<file path="src/rtl/cfg_unlock_pkg.sv">
package cfg_unlock_pkg;

   localparam int unsigned DEF_ADDR_W = 6;
   localparam int unsigned DEF_WINDOW = 4;
   localparam logic [7:0]  DEF_KEY    = 8'hD8;

   // next-state action for the window counter
   typedef enum logic [1:0] {
      WIN_HOLD = 2'd0,
      WIN_LOAD = 2'd1,
      WIN_STEP = 2'd2,
      WIN_SHUT = 2'd3
   } win_op_e;

   function automatic int unsigned cnt_bits(input int unsigned n);
      return (n < 2) ? 1 : $clog2(n + 1);
   endfunction

endpackage

</file>
<file path="src/rtl/cfg_unlock_keydet.sv">
module cfg_unlock_keydet #(
   parameter int unsigned       ADDR_W      = 6,
   parameter int unsigned       DATA_W      = 8,
   parameter logic [ADDR_W-1:0] UNLOCK_ADDR = 6'h3C,
   parameter logic [DATA_W-1:0] KEY         = 8'hD8
) (
   input  logic              wr_en,
   input  logic [ADDR_W-1:0] addr,
   input  logic [DATA_W-1:0] wdata,
   output logic              key_hit,
   output logic              key_miss
);

   logic at_unlock;

   always_comb begin
      at_unlock = wr_en && (addr == UNLOCK_ADDR);
      key_hit   = at_unlock && (wdata == KEY);
      key_miss  = at_unlock && (wdata != KEY);
   end

endmodule

</file>
<file path="src/rtl/cfg_unlock_match.sv">
module cfg_unlock_match #(
   parameter int unsigned                   ADDR_W     = 6,
   parameter int unsigned                   NPROT      = 3,
   parameter logic [NPROT*ADDR_W-1:0]       PROT_ADDRS = {6'h37, 6'h36, 6'h31}
) (
   input  logic              wr_en,
   input  logic [ADDR_W-1:0] addr,
   output logic [NPROT-1:0]  hit
);

   for (genvar gi = 0; gi < NPROT; gi++) begin : g_slot
      localparam logic [ADDR_W-1:0] SLOT_ADDR = PROT_ADDRS[gi*ADDR_W +: ADDR_W];
      assign hit[gi] = wr_en && (addr == SLOT_ADDR);
   end

endmodule

</file>
<file path="src/rtl/cfg_unlock_window.sv">
module cfg_unlock_window
   import cfg_unlock_pkg::*;
#(
   parameter int unsigned WINDOW = 4
) (
   input  logic clk,
   input  logic rst_n,
   input  logic load,
   input  logic shut,
   input  logic retire,
   output logic open
);

   localparam int unsigned CNT_W = cnt_bits(WINDOW);
   localparam logic [CNT_W-1:0] CNT_FULL = CNT_W'(WINDOW);

   logic [CNT_W-1:0] left_q;
   logic [CNT_W-1:0] left_d;
   win_op_e          op;

   assign open = (left_q != '0);

   // a reload outranks a close, which outranks a step
   always_comb begin
      if (load)                op = WIN_LOAD;
      else if (shut)           op = WIN_SHUT;
      else if (open && retire) op = WIN_STEP;
      else                     op = WIN_HOLD;
   end

   always_comb begin
      unique case (op)
         WIN_LOAD: left_d = CNT_FULL;
         WIN_SHUT: left_d = '0;
         WIN_STEP: left_d = left_q - CNT_W'(1);
         default:  left_d = left_q;
      endcase
   end

   always_ff @(posedge clk or negedge rst_n) begin
      if (!rst_n) left_q <= '0;
      else        left_q <= left_d;
   end

endmodule

</file>
<file path="src/rtl/cfg_unlock_gate.sv">
module cfg_unlock_gate
   import cfg_unlock_pkg::*;
#(
   parameter int unsigned             ADDR_W           = DEF_ADDR_W,
   parameter int unsigned             NPROT            = 3,
   parameter int unsigned             WINDOW           = DEF_WINDOW,
   parameter logic [ADDR_W-1:0]       UNLOCK_ADDR      = 6'h3C,
   parameter logic [7:0]              KEY              = DEF_KEY,
   parameter logic [NPROT*ADDR_W-1:0] PROT_ADDRS       = {6'h37, 6'h36, 6'h31},
   parameter bit                      CONSUME_ON_WRITE = 1'b1
) (
   input  logic              clk,
   input  logic              rst_n,
   input  logic              io_wr_en,
   input  logic [ADDR_W-1:0] io_addr,
   input  logic [7:0]        io_wdata,
   input  logic              insn_retire,
   output logic [NPROT-1:0]  wr_allow,
   output logic              irq_mask,
   output logic [7:0]        unlock_rdata
);

   localparam int unsigned DATA_W = 8;

   // elaboration-time parameter checks
   if (WINDOW < 1) begin : g_bad_window
      $error("cfg_unlock_gate: WINDOW must be at least 1");
   end
   if (NPROT < 1) begin : g_bad_nprot
      $error("cfg_unlock_gate: NPROT must be at least 1");
   end
   for (genvar gc = 0; gc < NPROT; gc++) begin : g_addr_chk
      if (PROT_ADDRS[gc*ADDR_W +: ADDR_W] == UNLOCK_ADDR) begin : g_clash
         $error("cfg_unlock_gate: guarded address equals unlock address");
      end
   end

   logic             key_hit;
   logic             key_miss;
   logic [NPROT-1:0] slot_hit;
   logic             win_open;
   logic             consume;

   cfg_unlock_keydet #(
      .ADDR_W      (ADDR_W),
      .DATA_W      (DATA_W),
      .UNLOCK_ADDR (UNLOCK_ADDR),
      .KEY         (KEY)
   ) keydet_i (
      .wr_en    (io_wr_en),
      .addr     (io_addr),
      .wdata    (io_wdata),
      .key_hit  (key_hit),
      .key_miss (key_miss)
   );

   cfg_unlock_match #(
      .ADDR_W     (ADDR_W),
      .NPROT      (NPROT),
      .PROT_ADDRS (PROT_ADDRS)
   ) match_i (
      .wr_en (io_wr_en),
      .addr  (io_addr),
      .hit   (slot_hit)
   );

   assign wr_allow = slot_hit & {NPROT{win_open}};

   if (CONSUME_ON_WRITE) begin : g_consume
      assign consume = |wr_allow;
   end else begin : g_no_consume
      assign consume = 1'b0;
   end

   cfg_unlock_window #(
      .WINDOW (WINDOW)
   ) window_i (
      .clk    (clk),
      .rst_n  (rst_n),
      .load   (key_hit),
      .shut   (key_miss | consume),
      .retire (insn_retire),
      .open   (win_open)
   );

   assign irq_mask     = win_open;
   assign unlock_rdata = {7'b0, win_open};

endmodule

</file>
<file path="config.mk">
export PLATFORM = sky130hd
export DESIGN_NAME = cfg_unlock_gate
export DESIGN_NICKNAME = d
export VERILOG_FILES = /design/src/rtl/cfg_unlock_pkg.sv /design/src/rtl/cfg_unlock_keydet.sv /design/src/rtl/cfg_unlock_match.sv /design/src/rtl/cfg_unlock_window.sv /design/src/rtl/cfg_unlock_gate.sv
export SDC_FILE = /design/constraint.sdc
export NUM_CORES = 1
export LEC_CHECK = 0
export BUFFER_PORTS_ARGS = -buffer_cell sky130_fd_sc_hd__clkbuf_2
export CORE_AREA = 2 2 39 41
export DETAILED_ROUTE_END_ITERATION = 10
export DIE_AREA = 0 0 41 43
export SETUP_SLACK_MARGIN = 0.2
export SLEW_MARGIN = 20
export SYNTH_ARGS = -nofsm -noshare
export SYNTH_HDL_FRONTEND = slang
export SYNTH_SLANG_ARGS = --single-unit
</file>
<file path="constraint.sdc">
create_clock -name clk -period 2.8 [get_ports clk]
set_input_delay 0.14 -clock clk [delete_from_list [all_inputs] [get_ports clk]]
set_output_delay 0.14 -clock clk [all_outputs]
set_load 0.01 [all_outputs]
</file>
# [Word level (Yosys, flattened, before mapping)]
# Cells that the tools add are included.
[totals] register_bits=3 latch_bits=0 mem_bits_rw=0 romBits=0 input_bits=18 out_inout_bits=12 elab_cells=27 mem_count=0
[op_classes] add_sub_neg=1 multipliers=0 n_div=0 n_lt_le_gt_ge=0 eq_ne=9 n_shift=0 n_mux=4 bitwise_logic=2 n_reduce_logical=10
[op_table] operator="== test 6 bit (second input constant)" n=4
[op_table] operator="one-hot mux 3 bit (3 select lines)" n=1
[op_table] operator="== test 8 bit (second input constant)" n=1
[op_table] operator="inequality test 8 bit (second input constant)" n=1
[op_table] operator="logical AND 1 bit" n=7
[op_table] operator="2-to-1 mux 2 bit" n=3
[op_table] operator="nonzero test 3 bit" n=2
[op_table] operator="== test 2 bit (second input constant)" n=2
[op_table] operator="bitwise AND 3 bit" n=1
[op_table] operator="OR reduction 3 bit" n=1
[op_table] operator="subtractor 3 x 1 -> 3 bit (second input constant)" n=1
[op_table] operator="== test 2 x 1 -> 1 bit (second input constant)" n=1
[op_table] operator="bitwise OR 1 bit" n=1

# [Depth between registers and ports, before layout]
# Gate-level depths: netlist (run 1).
[logic_depth] ltp_word=9 depth_mapped=7 depth_no_buf=7

# [Hierarchy]
# A second synthesis (run 1) with hierarchy kept.
[hier_totals] cells_unflattened=45 hier_area_um2=394.1
[by_module_without_submodules] mod="cfg_unlock_window" n_inst=1 cells_each=18 area_per_inst_um2=186.4 seq_area_each_um2=75.1
[by_module_without_submodules] mod="cfg_unlock_gate" n_inst=1 cells_each=15 area_per_inst_um2=97.6 seq_area_each_um2=0.0
[by_module_without_submodules] mod="cfg_unlock_match" n_inst=1 cells_each=6 area_per_inst_um2=56.3 seq_area_each_um2=0.0
[by_module_without_submodules] mod="cfg_unlock_keydet" n_inst=1 cells_each=6 area_per_inst_um2=53.8 seq_area_each_um2=0.0

# [Least setup slack after synthesis (run 1)]
# No wires, ideal clock.
[synth_path] kind="flip-flop to flip-flop" from="register window_i.left_q[0]" to="register window_i.left_q[2]" setup_time_ps=130 t_arrival_ps=1383 required_time_ps=2670 slack_ps=1287 stages_incl_launch_ff=7 n_path_buf=0 synth_period_minus_slack_ps=1513 path_cell_list="dfrtp_1 inv_1 ha_1 and2b_2 or3_4 a21oi_2 o32ai_1"
[synth_via] elab_chain_len=8 elab_cells_between_ends=14 classes_between="add/sub (1); eq/ne (3); mux (4); bitwise (2); reduce/logical (4)"
[synth_rtl] element="start, declared" line_no="cfg_unlock_window.sv:17" text="logic [CNT_W-1:0] left_q;"
[synth_rtl] element="start signal, assigned" line_no="cfg_unlock_window.sv:42" text="else left_q <= left_d;"
[synth_rtl] element="nonzero test 3 bit" line_no="cfg_unlock_window.sv:21" text="assign open = (left_q != '0);"
[synth_rtl] element="bitwise AND 3 bit" line_no="cfg_unlock_gate.sv:67" text="assign wr_allow = slot_hit & {NPROT{win_open}};"
[synth_rtl] element="OR reduction 3 bit" line_no="cfg_unlock_gate.sv:70" text="assign consume = |wr_allow;"
[synth_rtl] element="bitwise OR 1 bit" line_no="cfg_unlock_gate.sv:81" text=".shut (key_miss | consume),"
[synth_rtl] element="2-to-1 mux 2 bit" line_no="cfg_unlock_window.sv:26" text="else if (shut) op = WIN_SHUT;"
[synth_rtl] element="2-to-1 mux 2 bit" line_no="cfg_unlock_window.sv:25" text="if (load) op = WIN_LOAD;"
[synth_rtl] element="== test 2 bit / == test 2 x 1 -> 1 bit (equally long branches)" line_no="cfg_unlock_window.sv:32" text="unique case (op)"
[synth_rtl] element="one-hot mux 3 bit (3 select lines) / nonzero test 3 bit (equally long branches)"
# Several ways; a longest one is shown, not always the timed one.
# A chain may end at the register's enable or synchronous reset.

# [Worst setup path after layout (run 1)]
[layout_path] from="register window_i.left_q[0]" to="output port wr_allow[0]"
[layout_via] elab_chain_len=2
[layout_rtl] element="nonzero test 3 bit" line_no="cfg_unlock_window.sv:21"
[layout_rtl] element="bitwise AND 3 bit" line_no="cfg_unlock_gate.sv:67"
[layout_rtl] element="end, declared" line_no="cfg_unlock_gate.sv:18" text="output logic [NPROT-1:0] wr_allow,"
# Every way passes these cells.

==> summary.txt, run 1 <==
Clock tree
  • CTS resizes: 0
  • CTS Hold Bufs: 1
  • Worst-skew pair later-pin latency: approximately 230 ps
  • Clock root cell: clkbuf_4
  • TritonCTS Buffers: 3
  • Sink Count: 3
  • CTS H-tree lvls: 1
  • Worst-path clk slew: 40 ps
  • CTS tree: done
  • Postcts setup bufs: 0
  • Clock buffer depth: 2

Synthesis
  • Yosys top cell by area: dfrtp_1
  • Synthesis Warnings: 0
  • Synthesized area: ~340 sq um
  • Library cells used by synthesis: 23
  • Synth top area share: 0.2198
  • Sequential fraction of the synthesis area: 0.2198
  • Avg Cell Area, Syn: 8.133 sq um
  • Register bit total from synthesis: 3
  • Top cells by area, synth: dfrtp_1, buf_4, ha_1
  • Synthesized instance count: 42

Final layout
  • Multi-input logic area: 217.7 sq um
  • # nets final: 88
  • Largest regs: window_i.left_q (3)
  • Top reg by flops: window_i.left_q
  • Max reg flops: 3
  • Post-route insts no fill: 83
  • Share of post-route cells with drive strength above 1: 0.4179
  • Register area: 75.07 sq um
  • # diodes: 0
  • # fillers: 154
  • Area growth syn-to-layout: 37.73%

Critical path
  • Crit Path Class: reg2out
  • WP data arrival: 1640 ps
  • Required time worst endpoint: 2660 ps
  • CP max FO: 4
  • Setup crit end kind: output pin
  • Startpoint types: flop

Timing
  • Final WS setup: 1018 ps
  • Clock Skews: around 0.12 ps
  • Slew Limit Fails: 0
  • Final min period: 1782 ps
  • Final Hold Fails: 0
  • Crit share post-route: 0.6364
  • RSZ-0062 raised after global routing: no
  • Setup TNS: 0 ps
  • Setup violators final: 0
  • Max Freq: 561.2 MHz

Die
  • Boundary Pins: 30
  • Die area: between 1500 and 2000 sq um
  • Core area: between 1000 and 1500 sq um
  • Die width: 41 um
  • Starting Density: 0.2468
  • Die Span Y: 43 um
  • Row cnt: 14

Pwr
  • Leakage power: roughly 0.24 nW
  • PwrDens: 612.3 nW/um^2
  • Worst vdd ir: about 180 uV
  • Design Power: 288.1 uW

Route
  • Post-Route WL: 682 um
  • Final ANT Viol Nets: 0
  • Average vias per placed instance: roughly 4.2
  • Remaining DRCs: 0
  • Via count: between 300 and 400
  • First DRT Iteration DRCs: 5
  • 1st-pass router iterations: 3
  • WL/cell: 8.217 um

Place
  • Number of cells after detailed placement: 78
  • DP Wirelength: between 500 and 600 um
  • IO buf count: 22
  • RePlAce Congestion: 0.7160
  • Dpl ws: 1207 ps

Run status
  • Status: finished clean

GRT
  • First-pass GRT wire length: 1076 um
  • Largest net degree at the start of global routing: 6
  • Initial antenna violation count: 0
  • Grt total ovfl: 0
  • Vias in the first global route: 277
  • Gr usage total: 0.09548

Run
  • # Max-Cap Violations: 0

Hold path
  • HP Class: in2reg
==> cell usage in the layout, fill, tap and decap left out, types with 2 or more instances in the layout <==
cell	synthesis	final
nor2_1	2	2
clkbuf_2	0	22
conb_1	1	7
a21oi_1	2	2
nor3_1	3	3
inv_1	3	3
nand2_1	4	4
dfrtp_1	3	3
clkbuf_4	0	3
ha_1	2	2
==> kinds of logic after synthesis <==
logic type / synth area share
and+or+nand+nor: 0.3260
buffers and inverters: 0.2088
AOI/OAI and AO/OA: 0.1355
DFF: 0.2198
adders and majority gates: 0.07325
xor gates and xnor gates: 0.02565
other: 0.01098
==> Yosys cell counts (all sizes together) <==
library cell	count
nand3	1
or3b	1
nor3b	1
o32ai	1
a311oi	1
nand4b	1
nor2	2
and2b	1
ha	2
dfrtp	3
o32a	1
or3	2
or4b	1
inv	3
buf	8
a21oi	3
nand3b	1
xnor2	1
nand2	4
conb	1
nor3	3
==> final timing paths <==
| check | end | startpoint | slack (ps) | cells after the start |
|---|---|---|---|---|
| max reg2reg | window_i.left_q[2] | window_i.left_q[0] | 1210 | 6 |
| min in group asynchronous | window_i.left_q[1] | rst_n | 240 | 2 |
| max | wr_allow[0] | window_i.left_q[0] | 1020 | 7 |
| min reg2reg | window_i.left_q[2] | window_i.left_q[2] | 570 | 2 |
| max in group asynchronous | window_i.left_q[2] | rst_n | 2450 | 2 |
| min | window_i.left_q[1] | insn_retire | 160 | 2 |
==> per-stage QoR <==
step	hold slack (ps)	util	cell area (sq um)
floorplan	-155.6	-	364.1
global placement	-58.63	0.3137	434.2
detailed placement	-58.80	0.3137	434.2
CTS	153.3	0.3400	470.5
global route	179.4	0.3400	470.5
finish	163.9	0.3400	470.5
==> power breakdown <==
group          total [mW]  switching, mW  internal (mW)
Sequential         0.0740        0.00871         0.0653
Clock              0.0743         0.0210         0.0533
Combinational       0.140         0.0779         0.0619
==> worst max-delay path, cell delays in order (launching register included) <==
cell and delay [ps]:
dfrtp_1 310, inv_1 70, ha_1 210, and2b_2 220, nor3_1 210, nand2_1 100, nor3_1 140, clkbuf_2 160
==> layout make-up <==
cell class | instances | area share
Timing Repair Buffer | 23 | 0.2553
Inverter | 3 | 0.02394
Tap cell | 16 | 0.04255
Multi-Input combinational cell | 34 | 0.4628
Clock buffer | 4 | 0.05585
Sequential cell | 3 | 0.1596
==> routing by layer <==
metal  global-route usage  share of wire  vias up
met1               0.1194           0.41      150
li1                     -              -      184
met2               0.1156           0.50       16
met3              0.03141          0.084        0
met5                    0              0        -
met4               0.1000              0        0
No activity file was read; power rests on OpenSTA's default activity.
==> run 2, diff against run 1 <==
- clock period: 2.8 -> 1.6 ns (I/O delays scaled with it)
==> run 2 against run 1 <==
The run now ends with negative setup slack left. Setup slack worse by 1100 ps. Core utilization is 8.8 points higher. Count of clock-buffer cells in the layout stayed put. Register-to-register slack worse by 1200 ps. Sequential share of layout area is 3.3 points lower. Via count is 12% higher. Worst hold slack worse by 37 ps. Die area stayed put. Sequential cell count stayed put. Clock power is 76% higher. Non-clock buffer count is 7 higher. Largest power group unchanged.
==> summary.txt, run 2 (synthesized netlist as in run 1, its figures left out) <==
Final layout
  • # diodes: 0
  • Share of post-route cells with drive strength above 1: 0.5811
  • Largest regs: window_i.left_q (3)
  • Commonest cells after routing, fill and taps aside: clkbuf_2, conb_1, buf_4, nand2_1, buf_6
  • Final core occ: 0.4277
  • Commonest non-fill, non-tap cell in the layout: clkbuf_2
  • Final Instance Area: 591.8 sq um
  • Area growth syn-to-layout: 73.26%
  • Max reg flops: 3
  • Top reg by flops: window_i.left_q
  • # nets final: 95

GRT
  • Gr usage total: 0.1216
  • Grt total ovfl: 0
  • Initial antenna violation count: 0
  • First-pass GRT wire length: 1366 um
  • Met3 Usage GRT: 0.03141
  • Busiest layer in global routing: met2
  • Met1 Use GR: 0.1484
  • Met2 usage: 0.1688
  • Largest net degree at the start of global routing: 6
  • Vias in the first global route: 320

Die
  • Die area: about 1800 sq um
  • Row cnt: 14
  • Die width: 41 um
  • Core area: 1384 sq um
  • Starting Density: 0.2468
  • Die Span Y: 43 um
  • Boundary Pins: 30

Clock tree
  • Worst-skew pair later-pin latency: 230 ps
  • CTS tree: done
  • Clock buffer depth: 2
  • Worst-path clk slew: roughly 30 ps
  • TritonCTS Buffers: 3
  • Clock root cell: clkbuf_4
  • CTS H-tree lvls: 1
  • Sink Count: 3

Critical path
  • WP data arrival: 1730 ps
  • CP max FO: 3
  • Setup crit end kind: flop
  • Startpoint types: flop
  • Crit Path Class: reg2reg
  • Worst setup startpoint: window_i.left_q[1]
  • Reg2reg start: window_i.left_q[1]
  • Required time worst endpoint: 1700 ps

Pwr
  • PwrDens: 1319 nW/um^2
  • Worst vdd ir: about 450 uV
  • Leakage power: 0.2877 nW

Route
  • First DRT Iteration DRCs: 0
  • 1st-pass router iterations: 1
  • Average vias per placed instance: 4.344
  • Final ANT Viol Nets: 0
  • Remaining DRCs: 0
  • WL/cell: 9.644 um
  • Post-Route WL: 868 um
  • Via count: 391

Place
  • DP Wirelength: slightly below 600 um
  • RePlAce Congestion: 0.7346
  • IO buf count: 22
  • Dpl ws: about 48 ps
  • Placed inst area: approximately 440 sq um

Timing
  • Setup violators final: 3
  • Slew Limit Fails: 0
  • RSZ-0062 raised after global routing: yes
  • Crit share post-route: 1.022
  • Clock Skews: 2.441 ps
  • Final WS setup: -35.94 ps
  • Final Hold Fails: 0
  • Final min period: 1636 ps
  • Max Freq: 611.3 MHz

Hold path
  • HP Start: insn_retire
  • HP Class: in2reg

Run status
  • Status: finished with violations
  • Failing checks: negative setup slack

Run
  • # Max-Cap Violations: 0
run 2: area by class of cell:
type | instances | area, sq um
Fill cell | 150 | 792.0
Multi-Input combinational cell | 34 | 261.5
Timing Repair Buffer | 30 | 192.7
Sequential cell | 3 | 75.07
Clock buffer | 4 | 26.28
Tap cell | 16 | 20.02
Inverter | 3 | 16.27
run 2: repair_timing:
item | CTS | global route
setup buffers | 3 | 4
endpoints found under the hold margin | 3 | 0
pin swaps | 4 | 0
setup endpoints to repair | 8 | 8
hold buffers | 1 | 0
resized for setup | 9 | 10
run 2: where the power goes:
| group | internal, mW | switching [mW] | leakage (nW) |
|---|---|---|---|
| logic | 0.292 | 0.219 | 0.237 |
| clock network | 0.0934 | 0.0379 | 0.0150 |
| registers | 0.115 | 0.0237 | 0.0357 |
run 2: worst max-delay path, stage by stage (launching register included):
cell     delay [ps]
dfrtp_1         350
inv_2            60
ha_4            150
and2b_2         220
buf_6           120
o32a_1          320
a21oi_4         190
o32ai_2         100
run 2: metrics by stage:
stage	total power [mW]	TNS, ps	hold WS [ps]	instances
after floorplan	0.3340	0	-215.6	48
after global placement	0.3879	0	-121.8	78
after detailed placement	0.3881	0	-122.4	78
after CTS	0.6670	-97.91	126.1	86
after global routing	0.8492	-451.5	147.6	90
final	0.7805	-67.71	126.5	90
run 2: metal layers:
layer  vias to the layer above  share of wire
met5                         -              0
met4                         0          0.016
met3                         2          0.073
met2                        21           0.53
met1                       170           0.38
li1                        198              -
run 2: final timing paths:
kind | endpoint | slack (ps) | depth (start not counted)
max in group asynchronous | window_i.left_q[1] | 1320 | 2
worst min-delay path | window_i.left_q[1] | 130 | 2
min in group asynchronous | window_i.left_q[0] | 170 | 2
worst max register to register | window_i.left_q[2] | -40 | 7
worst min register to register | window_i.left_q[0] | 630 | 3
worst max-delay path | window_i.left_q[2] | -40 | 7
==> run 3, diff against run 2 <==
- SYNTH_HIERARCHICAL: not set -> 1
==> run 3 against run 2 <==
The run now ends clean. Sequential share of layout area about the same. Die area unchanged. Critical path depth is the same. Setup slack gained 290 ps. Worst hold slack got worse by 2.2 ps. Maximum frequency grew 22%. Largest cell class unchanged. Cell area is 0.21% lower. Power shrank 19%. Sequential cell count unchanged. Critical endpoint is now window_i/left_q[1].
==> summary.txt, run 3 <==
Final layout
  • Max reg flops: 3
  • # fillers: 151
  • Commonest non-fill, non-tap cell in the layout: clkbuf_2
  • Top reg by flops: window_i/left_q
  • Commonest cells after routing, fill and taps aside: clkbuf_2, conb_1, buf_4, clkbuf_4, dfrtp_1
  • # diodes: 0
  • Largest regs: window_i/left_q (3)
  • Share of post-route cells with drive strength above 1: 0.6081
  • Post-route insts no fill: 90
  • # nets final: 95
  • Multi-input logic area: around 310 sq um
  • Register area: 75.07 sq um
  • Area growth syn-to-layout: 49.84%

Pwr
  • Seq pwr share: 0.217
  • Design Power: 634.4 uW
  • Worst vdd ir: 590.2 uV
  • Internal power: between 300 and 400 uW
  • PwrDens: between 1000 and 1500 nW/um^2
  • Leakage power: around 0.30 nW
  • Comb pwr share: 0.570
  • Switch Pwr: 240.1 uW
  • Clock power share: 0.214
  • Sw Ratio: 0.3785

Route
  • Average vias per placed instance: 4.589
  • Post-Route WL: 834 um
  • Via count: 413
  • First DRT Iteration DRCs: 2
  • 1st-pass router iterations: 3
  • Remaining DRCs: 0
  • Final ANT Viol Nets: 0
  • WL/cell: 9.267 um

Die
  • Row cnt: 14
  • Starting Density: 0.2848
  • Core area: 1384 sq um
  • Die Span Y: 43 um
  • Die width: approximately 40 um
  • Die area: between 1500 and 2000 sq um
  • Boundary Pins: 30

Hold path
  • WHS Endpoint: window_i/left_q[1]
  • HP Start: insn_retire
  • Hold Crit Depth: 2
  • HP Class: in2reg

Place
  • Number of cells after detailed placement: 84
  • IO buf count: 22
  • RePlAce Congestion: 0.6776
  • DP Wirelength: between 600 and 700 um

Synthesis
  • Avg Cell Area, Syn: between 8 and 9 sq um
  • Post-synth top flop: dfrtp_1
  • Register bit total from synthesis: 3
  • Yosys top cell by area: dfrtp_1
  • Library cells used by synthesis: 27
  • Synth top area share: 0.1905
  • Synthesized instance count: 45
  • EDFF count, synth: 0
  • Sequential fraction of the synthesis area: 0.1905
  • FFs w/ async S/R, synth: 1.000
  • Most frequent cells after synthesis: buf_4, dfrtp_1, inv_1, nor2_1
  • Top cells by area, synth: dfrtp_1, buf_4, ha_1
  • Synthesized area: 394.1 sq um
  • Synthesis Warnings: 6
  • Top-count cell post-synth: buf_4

Critical path
  • Slowest-stage cell, CP: dfrtp_1
  • Cells along the critical path: inv_2 > ha_4 > nand2b_4 > nor2_2 > nor2_2 > or2_4 > a311oi_2
  • Crit Path Class: reg2reg
  • CP max FO: 6
  • Most common cell on crit path: nor2_2
  • CP Buf/Inv Count: 1
  • Required time worst endpoint: ~1700 ps
  • Crit Reg-Reg Endpoint: window_i/left_q[1]
  • Crit path largest cell delay: 380 ps
  • Setup crit end kind: flop
  • Family with the most delay on the worst path: simple AND/OR/NAND/NOR gates
  • Reg2reg start: window_i/left_q[1]
  • Reg2reg path depth: 7
  • WP data arrival: 1480 ps
  • R2R setup slack: 260 ps
  • Startpoint types: flop

Clock tree
  • CTS H-tree lvls: 1
  • TritonCTS Buffers: 3
  • Worst-skew pair later-pin latency: 230 ps
  • CTS tree: done
  • Sink Count: 3
  • Clock buffer depth: 2
  • Clock root cell: clkbuf_4
  • Worst-path clk slew: approximately 40 ps

GRT
  • Largest net degree at the start of global routing: 7
  • First-pass GRT wire length: 1317 um
  • Vias in the first global route: 377
  • Initial antenna violation count: 0
  • Gr usage total: 0.1087
  • Grt total ovfl: 0

Timing
  • Final Hold Fails: 0
  • Crit share post-route: 0.8381
  • RSZ-0062 raised after global routing: yes
  • Clock Skews: about 1.0 ps
  • Setup violators final: 0
  • Slew Limit Fails: 0
  • Final min period: 1341 ps
  • Max Freq: 745.7 MHz

Run
  • # Max-Cap Violations: 0

Run status
  • Status: finished clean
==> run 3: cell count changes after synthesis, moves of 2 or more <==
cell	previous run	this run
nand2_1	4	1
and2_1	0	2
nor3_1	3	1
nor4_1	0	2
==> run 3: repair_timing <==
item | 4_1_cts | 5_1_grt
gates resized for setup | 1 | 6
setup buffers | 1 | 0
endpoints found under the setup margin | 2 | 2
hold buffers | 1 | 0
pin swaps | 3 | 2
endpoints found under the hold margin | 3 | 0
==> run 3: worst reg2reg max path: cells and delay by family (launching register included) <==
| family | cells | cell delay [ps] |
|---|---|---|
| adders and majority gates | 1 | 150 |
| DFF | 1 | 380 |
| AOI/OAI and AO/OA | 1 | 180 |
| buffers and inverters | 1 | 80 |
| and+or+nand+nor | 4 | 460 |
==> run 3: how the worst max path moves through the flow <==
| stage | cells past startpoint | end | start | slack (ps) |
|---|---|---|---|---|
| 6_report | 7 | window_i/left_q[1] | window_i/left_q[1] | 260 |
| 5_1_grt | 7 | window_i/left_q[1] | window_i/left_q[1] | 190 |
| 4_1_cts | 7 | window_i/left_q[2] | window_i/left_q[1] | 210 |
| 3_5_place_dp | 7 | window_i/left_q[2] | io_addr[1] | -30 |
| 3_3_place_gp | 7 | window_i/left_q[1] | io_wdata[1] | 3 |
| 2_1_floorplan | 6 | window_i/left_q[2] | io_addr[1] | 200 |
==> run 3: per-layer routing <==
metal | up-vias | global-route usage | routed length (um)
met5 | - | 0 | 0
met4 | 0 | 0.08000 | 0
met3 | 0 | 0.01571 | 78
met2 | 18 | 0.1938 | 430
met1 | 186 | 0.1003 | 325
li1 | 209 | - | -
==> run 3: power by group through the flow <==
stage	clock network (mW)	registers, mW	logic, mW
2_1_floorplan	0	0.131	0.251
3_3_place_gp	0	0.135	0.312
3_5_place_dp	0	0.136	0.312
4_1_cts	0.148	0.138	0.335
5_1_grt	0.154	0.140	0.402
6_report	0.136	0.137	0.361
==> run 3: area by class of cell <==
| cell class | instances | share of cell area |
|---|---|---|
| clock buffer | 4 | 0.04449 |
| inverter | 3 | 0.01907 |
| multi-input combinational | 37 | 0.5212 |
| sequential | 3 | 0.1271 |
| tap | 16 | 0.03390 |
| timing repair buffer | 27 | 0.2542 |
==> run 3: logic make-up (layout without fill, tap and decap cells) <==
logic type      after synthesis  in the layout  share of synthesized area
compound gates                6              6                     0.1143
flops                         3              3                     0.1905
fa+ha+maj                     2              2                    0.06348
other cells                   1              7                   0.009515
buf+inv                      11             34                     0.1810
simple gates                 22             22                     0.4413
==> run 3: through the flow <==
stage / instance area (sq um) / TNS [ps] / util / worst slack, ps / hold WS [ps]
4_1_cts: 565.5 / 0 / 0.4087 / 207.4 / 97.88
2_1_floorplan: 429.2 / 0 / - / 202.7 / -215.6
5_1_grt: 590.6 / 0 / 0.4268 / 186.1 / 127.6
3_3_place_gp: 521.8 / 0 / 0.3770 / 2.591 / -121.1
3_5_place_dp: 521.8 / -25.85 / 0.3770 / -25.85 / -121.1
6_report: 590.6 / 0 / 0.4268 / 259.0 / 124.3
